`src/rtl/dwa_pkg.sv`:
```
package dwa_pkg;

  typedef enum logic {
    PATH_NARROW = 1'b0,
    PATH_WIDE   = 1'b1
  } path_e;

  typedef struct packed {
    logic  valid;
    logic  write;
    path_e path;
    logic  wide_bank;
  } acc_cls_t;

  function automatic logic is_wide_read(acc_cls_t c);
    return c.valid && !c.write && (c.path == PATH_WIDE);
  endfunction

  function automatic logic is_full_write(acc_cls_t c);
    return c.valid && c.write && (c.path == PATH_WIDE) && c.wide_bank;
  endfunction

endpackage

```
`src/rtl/dwa_bank_decode.sv`:
```
module dwa_bank_decode #(
  parameter int          ADDR_W    = 16,
  parameter logic [15:0] BND_RESET = 16'h8000
) (
  input  logic              clk,
  input  logic              rst_n,
  input  logic              bnd_we,
  input  logic [ADDR_W-1:0] bnd_value,
  input  logic [ADDR_W-1:0] addr,
  output logic              wide_bank
);

  localparam logic [ADDR_W-1:0] RESET_V = ADDR_W'(BND_RESET);

  logic [ADDR_W-1:0] boundary_q;

  function automatic logic in_wide_region(logic [ADDR_W-1:0] a,
                                          logic [ADDR_W-1:0] b);
    return a >= b;
  endfunction

  always_ff @(posedge clk or negedge rst_n) begin
    if (!rst_n)      boundary_q <= RESET_V;
    else if (bnd_we) boundary_q <= bnd_value;
  end

  assign wide_bank = in_wide_region(addr, boundary_q);

endmodule

```
`src/rtl/dwa_read_align.sv`:
```
module dwa_read_align #(
  parameter int NARROW_W = 16
) (
  input  logic                clk,
  input  logic                rst_n,
  input  logic                rd_fire,
  input  logic [NARROW_W-1:0] word_hi,
  output logic [NARROW_W-1:0] reg_rdata,
  output logic                reg_rvalid
);

  always_ff @(posedge clk or negedge rst_n) begin
    if (!rst_n) begin
      reg_rvalid <= 1'b0;
      reg_rdata  <= '0;
    end else begin
      reg_rvalid <= rd_fire;
      if (rd_fire) reg_rdata <= word_hi;
    end
  end

endmodule

```
`src/rtl/dwa_ext_track.sv`:
```
module dwa_ext_track
  import dwa_pkg::*;
#(
  parameter int EXT_W = 8
) (
  input  logic             clk,
  input  logic             rst_n,
  input  acc_cls_t         cls,
  input  logic [EXT_W-1:0] word_lo,
  output logic [EXT_W-1:0] ext_q,
  output logic             ev_capture,
  output logic             ev_clear
);

  assign ev_capture = is_wide_read(cls) &&  cls.wide_bank;
  assign ev_clear   = is_wide_read(cls) && !cls.wide_bank;

  always_ff @(posedge clk or negedge rst_n) begin
    if (!rst_n)          ext_q <= '0;
    else if (ev_capture) ext_q <= word_lo;
    else if (ev_clear)   ext_q <= '0;
  end

endmodule

```
`src/rtl/dwa_write_align.sv`:
```
module dwa_write_align
  import dwa_pkg::*;
#(
  parameter int NARROW_W = 16,
  parameter int EXT_W    = 8
) (
  input  acc_cls_t                  cls,
  input  logic [NARROW_W-1:0]       reg_wdata,
  input  logic [EXT_W-1:0]          ext_q,
  output logic [NARROW_W+EXT_W-1:0] mem_wdata,
  output logic                      ev_full_write
);

  function automatic logic [NARROW_W+EXT_W-1:0] pack_word(
      logic [NARROW_W-1:0] hi, logic [EXT_W-1:0] lo);
    return {hi, lo};
  endfunction

  assign ev_full_write = is_full_write(cls);

  always_comb begin
    mem_wdata = '0;
    if (cls.valid && cls.write)
      mem_wdata = pack_word(reg_wdata, ev_full_write ? ext_q : '0);
  end

endmodule

```
`src/rtl/dw_mem_aligner.sv`:
```
module dw_mem_aligner
  import dwa_pkg::*;
#(
  parameter int          ADDR_W    = 16,
  parameter int          NARROW_W  = 16,
  parameter int          WIDE_W    = 24,
  parameter logic [15:0] BND_RESET = 16'h8000
) (
  input  logic                clk,
  input  logic                rst_n,
  input  logic                acc_valid,
  input  logic                acc_write,
  input  logic                acc_wide_bus,
  input  logic [ADDR_W-1:0]   acc_addr,
  input  logic [WIDE_W-1:0]   mem_rdata,
  input  logic [NARROW_W-1:0] reg_wdata,
  input  logic                bnd_we,
  input  logic [ADDR_W-1:0]   bnd_value,
  output logic                mem_wide_bank,
  output logic [WIDE_W-1:0]   mem_wdata,
  output logic [NARROW_W-1:0] reg_rdata,
  output logic                reg_rvalid,
  output logic [WIDE_W-NARROW_W-1:0] ext_value
);

  localparam int EXT_W = WIDE_W - NARROW_W;

  acc_cls_t cls;
  logic     wide_bank;
  logic     ev_read_fire;
  logic     ev_ext_capture;
  logic     ev_ext_clear;
  logic     ev_full_write;

  dwa_bank_decode #(.ADDR_W(ADDR_W), .BND_RESET(BND_RESET)) u_dec (
    .clk       (clk),
    .rst_n     (rst_n),
    .bnd_we    (bnd_we),
    .bnd_value (bnd_value),
    .addr      (acc_addr),
    .wide_bank (wide_bank)
  );

  always_comb begin
    cls.valid     = acc_valid;
    cls.write     = acc_write;
    cls.path      = acc_wide_bus ? PATH_WIDE : PATH_NARROW;
    cls.wide_bank = wide_bank;
  end

  assign ev_read_fire  = acc_valid && !acc_write;
  assign mem_wide_bank = wide_bank;

  dwa_read_align #(.NARROW_W(NARROW_W)) u_rd (
    .clk        (clk),
    .rst_n      (rst_n),
    .rd_fire    (ev_read_fire),
    .word_hi    (mem_rdata[WIDE_W-1:EXT_W]),
    .reg_rdata  (reg_rdata),
    .reg_rvalid (reg_rvalid)
  );

  dwa_ext_track #(.EXT_W(EXT_W)) u_ext (
    .clk        (clk),
    .rst_n      (rst_n),
    .cls        (cls),
    .word_lo    (mem_rdata[EXT_W-1:0]),
    .ext_q      (ext_value),
    .ev_capture (ev_ext_capture),
    .ev_clear   (ev_ext_clear)
  );

  dwa_write_align #(.NARROW_W(NARROW_W), .EXT_W(EXT_W)) u_wr (
    .cls           (cls),
    .reg_wdata     (reg_wdata),
    .ext_q         (ext_value),
    .mem_wdata     (mem_wdata),
    .ev_full_write (ev_full_write)
  );

endmodule

```
`config.mk`:
```
export PLATFORM = sky130hd
export DESIGN_NAME = dw_mem_aligner
export DESIGN_NICKNAME = d
export VERILOG_FILES = /design/src/rtl/dwa_pkg.sv /design/src/rtl/dwa_bank_decode.sv /design/src/rtl/dwa_read_align.sv /design/src/rtl/dwa_ext_track.sv /design/src/rtl/dwa_write_align.sv /design/src/rtl/dw_mem_aligner.sv
export SDC_FILE = /design/constraint.sdc
export NUM_CORES = 1
export LEC_CHECK = 0
export BUFFER_PORTS_ARGS = -buffer_cell sky130_fd_sc_hd__buf_2
export CAP_MARGIN = 15
export CELL_PAD_IN_SITES_DETAIL_PLACEMENT = 1
export CELL_PAD_IN_SITES_GLOBAL_PLACEMENT = 2
export CORE_UTILIZATION = 21
export CTS_CLUSTER_SIZE = 12
export DETAILED_ROUTE_END_ITERATION = 10
export HOLD_SLACK_MARGIN = 0.08
export PLACE_DENSITY_LB_ADDON = 0.1
export SETUP_SLACK_MARGIN = 0.3
export SLEW_MARGIN = 20
export SYNTH_ARGS = -nofsm -noshare
export SYNTH_HDL_FRONTEND = slang
export SYNTH_SLANG_ARGS = --single-unit
```
`constraint.sdc`:
```
create_clock -name clk -period 3 [get_ports clk]
set_clock_uncertainty 0.15 [all_clocks]
set_input_delay 0.6 -clock clk [delete_from_list [all_inputs] [get_ports clk]]
set_output_delay 0.6 -clock clk [all_outputs]
set_load 0.05 [all_outputs]
```
======== After elaboration in Yosys (flattened, before gate mapping) ========
Cells that the tools add are included.
word-level totals
  flip-flop bits (word level) ............. 41
  input port bits ......................... 78
  output and inout bits ................... 50
cells by class
  $lt $le $gt $ge ......................... 1
  multiplexer cells ....................... 5
  reduce and logical (&&, ||, !) cells .... 10
operator list
  operator              number
  24-bit two-way mux    1
  8-bit two-way mux     3
  16-bit >= comparator  1
  1-bit logical AND     7
  1-bit logical NOT     2
  2-bit nonzero test    1
  1-bit two-way mux     1

======== Logic depth before layout (Yosys ltp) ========
Gate-level depths: netlist of the first run.
  word-level depth ........................ 6
  mapped depth ............................ 8
  mapped depth without buffers ............ 8

======== Modules after synthesis ========
A second synthesis of the first run with hierarchy kept.
second synthesis, totals
  cell total of the unflattened synthesis .. 206
  area total of the unflattened synthesis .. 2215.9 µm²
modules (own cells, without submodules)
  module           instances  cells an instance  area an instance (µm²)  seq. area each (µm²)
  dwa_bank_decode  1          105                955.9                   401.6
  dwa_read_align   1          35                 674.4                   425.4
  dwa_ext_track    1          37                 380.4                   200.2
  dwa_write_align  1          28                 191.4                   0.0
  dw_mem_aligner   1          1                  13.8                    0.0

======== Least setup slack after synthesis of the first run ========
No wires, ideal clock.
  path kind ............................... input to output
  start ................................... input port acc_addr[13]
  end ..................................... output port mem_wdata[0]
  data arrival time ....................... 2713 ps
  required time ........................... 2250 ps
  slack ................................... -463 ps
  cell stages on the path ................. 7
  cell sequence ........................... ha_1 nand4_1 or3_1 or4_1 o211a_2 clkinv_2 and4_1
between the ends
  word-level cells in the longest chain between the ends .. 4
ends and longest elaborated chain
  item                     line                   RTL
  start, declared          dw_mem_aligner.sv:14   input logic [ADDR_W-1:0] acc_addr,
  16-bit >= comparator     dwa_bank_decode.sv:19  return a >= b;
  named net mem_wide_bank  dw_mem_aligner.sv:19   output logic mem_wide_bank,
  1-bit logical AND        dwa_pkg.sv:20          return c.valid && c.write && (c.path == PATH_WIDE) && c.wide_bank;
  8-bit two-way mux        dwa_write_align.sv:24  mem_wdata = pack_word(reg_wdata, ev_full_write ? ext_q : '0);
  24-bit two-way mux       dwa_write_align.sv:23  if (cls.valid && cls.write)
  end, declared            dw_mem_aligner.sv:20   output logic [WIDE_W-1:0] mem_wdata,
The timed path passes the listed nets, and every way through them passes these cells.

======== Worst setup path in the final report of the first run ========
  start ................................... register u_dec.boundary_q[15]
  end ..................................... output port mem_wdata[7]
between the ends
  word-level cells in the longest chain between the ends .. 4
ends and longest elaborated chain
  item                    line                   RTL
  start, declared         dwa_bank_decode.sv:15  logic [ADDR_W-1:0] boundary_q;
  start signal, assigned  dwa_bank_decode.sv:24  else if (bnd_we) boundary_q <= bnd_value;
  16-bit >= comparator    dwa_bank_decode.sv:19
  1-bit logical AND       dwa_pkg.sv:20
  8-bit two-way mux       dwa_write_align.sv:24
  24-bit two-way mux      dwa_write_align.sv:23
Every way passes these cells.

==> results of run 1 <==
## state kept, by name, indices dropped and copies added (netlist names)
name              count
u_dec.boundary_q     16
u_ext.ext_q           8
u_rd.reg_rdata       16
u_rd.reg_rvalid       1
## area by class of cell
cell class	instances	area (µm²)	share of cell area, %
Multi-Input combinational cell	136	1050	32.5
Sequential cell	41	1030	31.7
Timing Repair Buffer	138	798	24.6
Tap cell	129	161	4.98
Inverter	17	76.3	2.36
Clock buffer	5	68.8	2.12
Clock inverter	3	46.3	1.43
Timing Repair inverter	1	8.76	0.270
## worst max-delay path, cell delays in order, from the launching register on
cell,delay (ps)
dfstp_2,530
inv_2,40
ha_4,260
nand4_1,120
or3_4,350
or4_4,420
o211a_4,200
clkinv_4,70
and4_4,200
buf_8,140
## per-layer routing
| layer | share of wire, % | global-route usage [%] |
|---|---|---|
| met5 | 0 | 0 |
| met4 | 0.77 | 3.34 |
| met3 | 5.1 | 2.83 |
| met2 | 48 | 21.3 |
| met1 | 46 | 16.7 |
## per-stage QoR
step | setup slack, ps | std cells | area, µm²
after floorplan | -76.0 | 202 | 2180
after global placement | -338 | 459 | 3010
after detailed placement | -384 | 459 | 3010
after CTS | -426 | 469 | 3220
after global routing | -519 | 470 | 3240
final | -387 | 470 | 3240
## repair_timing
action / in CTS / in global routing
buffers inserted: 1 / 1
setup endpoints to repair: 9 / 9
gates cloned: 1 / 0
gates resized for setup: 25 / 3
## cells in the mapped netlist (all sizes together) (2+ instances only)
master    n  area (µm²)
a2111oi   2        17.5
a21o      3        22.5
a21oi     3        15.0
and2      2        12.5
and3     16         100
and4      8        70.1
buf       3        12.5
clkbuf    5        18.8
dfrtp    40        1000
ha       16         200
inv      16        60.1
mux2     17         191
nand2    34         128
nand4     2        12.5
nor2      2        7.51
o21ai    23         115
## cell families after synthesis
logic type      Yosys count
compound gates           34
fa+ha+maj                16
buf+inv                  25
flops                    41
mux                      17
simple gates             69
## how the worst min path moves through the flow
stage               depth (start not counted)                              end  slack (ps)
floorplan                                   0  u_dec.boundary_q[0]$_DFFE_PN0P_         150
global placement                            1    u_rd.reg_rdata[9]$_DFFE_PN0P_         340
detailed placement                          1    u_rd.reg_rdata[5]$_DFFE_PN0P_         340
CTS                                         2       u_ext.ext_q[4]$_DFFE_PN0P_         250
global route                                2       u_ext.ext_q[4]$_DFFE_PN0P_         260
finish                                      2       u_ext.ext_q[4]$_DFFE_PN0P_         220
## power by group
| group | switching (µW) | internal [µW] | leakage, µW | total [µW] |
|---|---|---|---|---|
| registers | 34.9 | 622 | 0.000498 | 657 |
| logic | 389 | 187 | 0.00115 | 576 |
| clock network | 213 | 249 | 0.0000543 | 462 |
## layout by cell type (no fill, tap or decap), drive strengths merged, types with 2 or more instances in the layout
cell type,Yosys,routed
a2111oi,2,2
a21o,3,3
a21oi,3,3
and2,2,2
and3,16,16
and4,8,8
buf,3,138
clkbuf,5,5
clkinv,1,3
dfrtp,40,40
ha,16,16
inv,16,16
mux2,17,17
nand2,34,34
nand4,2,2
nor2,2,2
o21ai,23,23
==> impl_metrics.toml, run 1 <==
[cells_and_area]
antenna_cells = 0
drive_gt1_share_pct = 53.7
final_util_pct = 34.4
fill_cells = 1095
syn_to_final_growth_pct = 56.2
final_nets = 434

[timing]
finalMaxSlewViolations = 0
setup-tns-final_ps = -3350
worstMarginPinSlew_ps = 552
clock.fmax_mhz = 295
period_minus_slack_ps = 3390
fin_crit_sh_pct = 113
relSlewSlack_pct = 63.2
setup_ws_ps = -387
setup_viol = 9
hold_ws_ps = 218
final_hold_viol_count = 0
rsz0062_at_grt = "yes"

[global_routing]
grt_overflow = 0
grt_pass1_vias = 1931
track_usage_pct = 12.8
grt_pass1_wl_mm = 10.0
antenna_found_initial = 0
grt_max_degree = 42

[placement]
place.gp.congestion = 0.671
post-dp-hpwl_mm = 4.85
io_buffer_count = 127

[logic_synthesis]
postSynth.asyncResetShare_pct = 100
synthesis.instances = 202
yosysSeqAreaShare_pct = 49.5
synth-simple-area-share_pct = 17.4
synth_top_family_by_area = "simple AND/OR/NAND/NOR gates"
synth_edf_count = 0
synth.mux.area_fraction_pct = 9.23
synth_warnings = 0
synth_xor_area_share_pct = 0
synth.ff_latch_count = 41
syn-cell-area_um2 = 2070
synth_area_per_cell_um2 = 10.3
synth_compound_area_share_pct = 9.53
synth_fp_nets = 296
ys_types = 28
yosys.area_share.adder_pct = 9.65
synth_ff_type = "dfrtp_1"

[setup_path]
crit_path_end = "mem_wdata[7]"
rr_endpoint = "u_ext.ext_q[5]$_DFFE_PN0P_"
path_class = "register to output port"
rrSetupSlack_ps = 500
required_ps = 2250
r2r_cells = 8
crit_path_end_kind = "output port"
crit_fanout = 4
startpoint = "u_dec.boundary_q[15]$_DFFE_PN1P_"
arrival_ps = 2640
r2r-start = "u_dec.boundary_q[15]$_DFFE_PN1P_"
cp-start-kind = "register"

[cts]
cts_tree = "yes"
cts_buffers = 5
path_clk_slew_ps = 90
clk_latency_ps = 290
cts_root_buf = "clkbuf_8"
htree_levels = 2
clkSinkCount = 41
postCtsHoldBufs = 0
cts_max_path_buffers = 2

[flow_run]
drv_cap = 0

[floorplan]
start_util_pct = 22.0
die_w_um = 101
fp.coreArea_um2 = 9420
ios = 128
die_h_um = 101
dieArea_um2 = 10300
row_count = 35

[run_status]
violations = "setup timing"
status = "complete, but fails checks"

[detailed_routing]
first_pass_iters = 4
wl_per_cell_um = 13.3
wirelength_mm = 6.25
vias = 1959
first_iter_violations = 47
ant_nets = 0
vias_per_cell = 4.17
drc = 0

[power_and_ir_drop]
power.density_nw_per_um2 = 523
fin_total_pwr_uw = 1700
p_leak_uw = 0.00170
ir_drop_v = 0.000173

[worst_hold_path]
hold_class = "primary input to asynchronous set/reset pin"
No activity file was read; power rests on OpenSTA's default activity.
==> run 2, diff against run 1 <==
Settings changed: CORE_MARGIN set to 8.
==> run 2 against run 1 <==
Net effect:
- the flow still finishes with violations (setup timing)
- critical path depth is the same
- non-clock buffer count decreased by 1
- first-iteration DRC count fell by 6.4%
- critical endpoint is now mem_wdata[2]
- highest routed layer unchanged
==> impl_metrics.toml, run 2 (synthesized netlist as in run 1, its figures left out) <==
[run_status]
status = "complete, but fails checks"
violations = "setup timing"

[placement]
placedCellCount = 463
place_area_um2 = 3020
dp_slack_ps = -445
post-dp-hpwl_mm = 5.66
place.gp.congestion = 0.693
io_buffer_count = 127

[setup_path]
crit_fanout = 9
rrSetupSlack_ps = 580
cp_slowest_stage_delay_ps = 530
arrival_ps = 2590
r2r_cells = 8
cpLargestDelayFamily = "simple AND/OR/NAND/NOR gates"
r2r-start = "u_dec.boundary_q[15]$_DFFE_PN1P_"
path_class = "register to output port"
crit_slowest_cell = "dfstp_2"
startpoint = "u_dec.boundary_q[15]$_DFFE_PN1P_"
crit_path_end_kind = "output port"
rr_endpoint = "u_ext.ext_q[1]$_DFFE_PN0P_"
crit_path_end = "mem_wdata[2]"
cp-start-kind = "register"
path_buf_inv = 3
crit_chain = "inv_2 > ha_4 > nand4_1 > or3_4 > or4_4 > o211a_4 > clkinv_8 > and4_4 > buf_8"
required_ps = 2250
crit_cells = 9

[cts]
cts_root_buf = "clkbuf_8"
path_clk_slew_ps = 90
cts_buffers = 5
cts_tree = "yes"
clk_latency_ps = 290
cts_max_path_buffers = 2
htree_levels = 2
clkSinkCount = 41

[timing]
setup_viol = 9
final_hold_viol_count = 0
worstMarginPinSlew_ps = 565
setup-tns-final_ps = -2890
period_minus_slack_ps = 3340
relSlewSlack_pct = 62.4
finalMaxSlewViolations = 0
fin_crit_sh_pct = 111
clock.fmax_mhz = 300
rsz0062_at_grt = "yes"
setup_ws_ps = -336

[power_and_ir_drop]
p_leak_uw = 0.00170
p_switching_uw = 639
seqPwrFrac_pct = 38.5
switching_share_pct = 37.4
intPower_uw = 1070
clockPowerShare_pct = 27.1
ir_drop_v = 0.000166
pwr-share-comb_pct = 34.4
power.density_nw_per_um2 = 526

[floorplan]
dieArea_um2 = 13300
fp.coreArea_um2 = 9680
die_w_um = 115
ios = 128
row_count = 36
start_util_pct = 21.4
die_h_um = 115

[cells_and_area]
syn_to_final_growth_pct = 56.7
final_util_pct = 33.6
final_nets = 432
drive_gt1_share_pct = 53.7
reg_top3 = "u_dec.boundary_q: 16 flops, u_rd.reg_rdata: 16 flops, u_ext.ext_q: 8 flops"
final_common_cell = "buf_2"
final_cell_area_um2 = 3250
antenna_cells = 0
final_cell_mix = "117 x buf_2, 40 x dfrtp_1, 34 x nand2_1, 23 x o21ai_0, 17 x mux2_2"
final_cells = 472

[global_routing]
track_usage_pct = 10.9
antenna_found_initial = 0
grt_overflow = 0
grt_pass1_vias = 2170
grt_pass1_wl_mm = 11.4
grt_max_degree = 42

[detailed_routing]
ant_nets = 0
first_pass_iters = 3
vias = 1979
drc = 0
wl_per_cell_um = 15.0
first_iter_violations = 44
wirelength_mm = 7.07
vias_per_cell = 4.19

[worst_hold_path]
hold_class = "primary input to asynchronous set/reset pin"

[flow_run]
drv_cap = 0
-- run 2: per-stage QoR --
stage                     power, µW  hold slack (ps)
final                          1710              146
after global placement         1240              334
after global routing           1820              192
after floorplan                1050              154
after detailed placement       1250              341
after CTS                      1750              349
-- run 2: repair_timing --
action / 4_1_cts / 5_1_grt
resized for setup: 31 / 2
pin swaps: 0 / 1
endpoints found under the setup margin: 9 / 9
buffers inserted: 1 / 0
hold buffers: 0 / 0
-- run 2: worst min path at each step --
| stage | from | end | cells past startpoint |
|---|---|---|---|
| global route | rst_n | u_ext.ext_q[1]$_DFFE_PN0P_ | 1 |
| global placement | u_rd.reg_rdata[4]$_DFFE_PN0P_ | u_rd.reg_rdata[4]$_DFFE_PN0P_ | 1 |
| CTS | bnd_value[13] | u_dec.boundary_q[13]$_DFFE_PN0P_ | 3 |
| floorplan | rst_n | u_dec.boundary_q[0]$_DFFE_PN0P_ | 0 |
| finish | rst_n | u_ext.ext_q[3]$_DFFE_PN0P_ | 1 |
| detailed placement | u_rd.reg_rdata[3]$_DFFE_PN0P_ | u_rd.reg_rdata[3]$_DFFE_PN0P_ | 1 |
-- run 2: layer usage --
metal / global-route usage, % / up-vias / wire length, µm
li1: - / 974 / -
met1: 12.8 / 943 / 2970
met2: 19.0 / 57 / 3570
met3: 2.94 / 5 / 460
met4: 2.89 / 0 / 70
met5: 0 / - / 0
-- run 2: area by class of cell --
type                    count  area (µm²)
clock inverters             3        46.3
clock buffers               5        68.8
flip-flops and latches     41        1030
inverters                  17        76.3
multi-input cells         136        1060
fillers                  1147        6430
repair buffers            137         808
well taps                 133         166
-- run 2: power by group through the flow --
stage	Clock [µW]	Combinational, µW	Sequential, µW
floorplan	0	202	844
finish	463	589	657
global route	506	645	669
global placement	0	577	668
CTS	486	601	659
detailed placement	0	580	670
==> run 3, diff against run 2 <==
Settings changed: CORE_UTILIZATION 21 to 24.
Clock period 3 ns to 3.6 ns, I/O delays scaled along.
==> run 3 against run 2 <==
Net effect:
- the run now ends clean
- first-iteration DRC count up 6.8%
- die area shrank 11%
- critical path depth is the same
- register-to-register slack better by 540 ps
- cell area decreased by 1.4%
- wire length is 3.1% lower
- critical path type unchanged
==> impl_metrics.toml, run 3 (synthesized netlist as in run 1, its figures left out) <==
[run_status]
status = "completed"

[setup_path]
rrSetupSlack_ps = 1120
arrival_ps = 2610
crit_cells = 9
crit_fanout = 4
cp-start-kind = "register"
r2r_cells = 8
crit_slowest_cell = "dfstp_2"
cpLargestDelayFamily = "simple AND/OR/NAND/NOR gates"
path_buf_inv = 3
crit_chain = "inv_2 > ha_4 > nand4_1 > or3_4 > or4_4 > o211a_4 > clkinv_4 > and4_4 > buf_8"
cp_slowest_stage_delay_ps = 530
crit_path_end_kind = "output port"
path_class = "register to output port"
required_ps = 2730

[cells_and_area]
final_cell_mix = "118 x buf_2, 40 x dfrtp_1, 34 x nand2_1, 23 x o21ai_0, 17 x mux2_2"
final_cells = 447
final_common_cell = "buf_2"
antenna_cells = 0
syn_to_final_growth_pct = 54.5
final_cell_area_um2 = 3200
fill_cells = 1027
reg_top3 = "u_dec.boundary_q: 16 flops, u_rd.reg_rdata: 16 flops, u_ext.ext_q: 8 flops"
drive_gt1_share_pct = 53.7
final_nets = 432

[cts]
cts_root_buf = "clkbuf_8"
cts_max_path_buffers = 2
htree_levels = 2
postCtsHoldBufs = 0
clk_latency_ps = 290
cts_buffers = 5
clkSinkCount = 41
path_clk_slew_ps = 80
cts_tree = "yes"

[global_routing]
track_usage_pct = 11.4
grt_max_degree = 42
grt_pass1_vias = 2040
grt_pass1_wl_mm = 10.6
antenna_found_initial = 0
grt_overflow = 0

[placement]
post-dp-hpwl_mm = 5.45
placedCellCount = 435
io_buffer_count = 127
place_area_um2 = 2960
place.gp.congestion = 0.667

[power_and_ir_drop]
p_leak_uw = 0.00169
intPower_uw = 884
p_switching_uw = 529
pwr-share-comb_pct = 34.4
ir_drop_v = 0.000151
clockPowerShare_pct = 26.8
seqPwrFrac_pct = 38.8
switching_share_pct = 37.4
power.density_nw_per_um2 = 441

[detailed_routing]
vias = 1960
wirelength_mm = 6.85
wl_per_cell_um = 15.3
drc = 0
ant_nets = 0
first_iter_violations = 47
vias_per_cell = 4.38
first_pass_iters = 4

[floorplan]
row_count = 34
start_util_pct = 24.3
fp.coreArea_um2 = 8550
dieArea_um2 = 11900
die_h_um = 109
ios = 128
die_w_um = 109

[timing]
period_minus_slack_ps = 3480
rsz0062_at_grt = "yes"
setup-tns-final_ps = 0
clock.fmax_mhz = 288
worstMarginPinSlew_ps = 966
finalMaxSlewViolations = 0
setup_viol = 0
relSlewSlack_pct = 35.6
fin_crit_sh_pct = 96.6
final_hold_viol_count = 0

[flow_run]
drv_cap = 0

[worst_hold_path]
hold_depth = 1
hold_class = "register to register"
run 3: changes by cell type in the layout (fill, tap and decap cells not counted):
cell	previous run	this run
buf_4	11	10
buf_2	117	118
buf_12	1	0
a2111oi_1	1	0
clkinv_4	1	2
a2111oi_0	0	1
run 3: power groups by stage:
stage	sequential, µW	clock (µW)	combinational, µW
finish	549	379	486
global route	557	416	528
CTS	549	400	493
detailed placement	558	0	478
global placement	556	0	473
floorplan	703	0	168
run 3: area by class of cell:
| type | instances | area [µm²] | area share [%] |
|---|---|---|---|
| inverters | 17 | 76.3 | 2.38 |
| repair buffers | 136 | 786 | 24.5 |
| repair inverters | 1 | 8.76 | 0.273 |
| well taps | 108 | 135 | 4.22 |
| clock inverters | 3 | 46.3 | 1.44 |
| flip-flops and latches | 41 | 1030 | 32.1 |
| multi-input cells | 136 | 1060 | 33.0 |
| clock buffers | 5 | 68.8 | 2.15 |
run 3: worst reg2reg max path, cell delays in order (launching register included):
cell and delay (ps):
dfstp_2 530, inv_2 40, ha_4 250, nand4_1 100
or3_4 350, or4_4 420, o211a_4 200, buf_4 180
o21ai_0 180
run 3: stage by stage:
| stage | setup WS [ps] | util [%] | hold slack [ps] | power [µW] |
|---|---|---|---|---|
| 5_1_grt | 27.5 | 37.5 | 379 | 1500 |
| 3_5_place_dp | 19.7 | 34.6 | 340 | 1040 |
| 4_1_cts | 77.3 | 37.3 | 361 | 1440 |
| 2_1_floorplan | 284 | - | 274 | 872 |
| 6_report | 124 | 37.5 | 355 | 1410 |
| 3_3_place_gp | 27.4 | 34.6 | 334 | 1030 |
run 3: worst paths after layout:
path	from	endpoint
max	u_dec.boundary_q[15]$_DFFE_PN1P_	mem_wdata[7]
min	u_rd.reg_rdata[14]$_DFFE_PN0P_	u_rd.reg_rdata[14]$_DFFE_PN0P_
max reg2reg	u_dec.boundary_q[15]$_DFFE_PN1P_	u_ext.ext_q[0]$_DFFE_PN0P_
min reg2reg	u_rd.reg_rdata[14]$_DFFE_PN0P_	u_rd.reg_rdata[14]$_DFFE_PN0P_
max in group asynchronous	rst_n	u_ext.ext_q[4]$_DFFE_PN0P_
min in group asynchronous	rst_n	u_ext.ext_q[1]$_DFFE_PN0P_
run 3: repair_timing:
action,in CTS,in global routing
setup buffers,1,2
endpoints found under the setup margin,9,9
cloned,1,0
pin swaps,0,1
resized for setup,29,0
run 3: routing by layer:
metal | up-vias | part of all wire (%) | global-route usage, %
li1 | 979 | - | -
met1 | 916 | 43 | 13.8
met2 | 59 | 49 | 19.4
met3 | 6 | 7.1 | 3.13
met4 | 0 | 0.89 | 2.93
met5 | - | 0 | 0
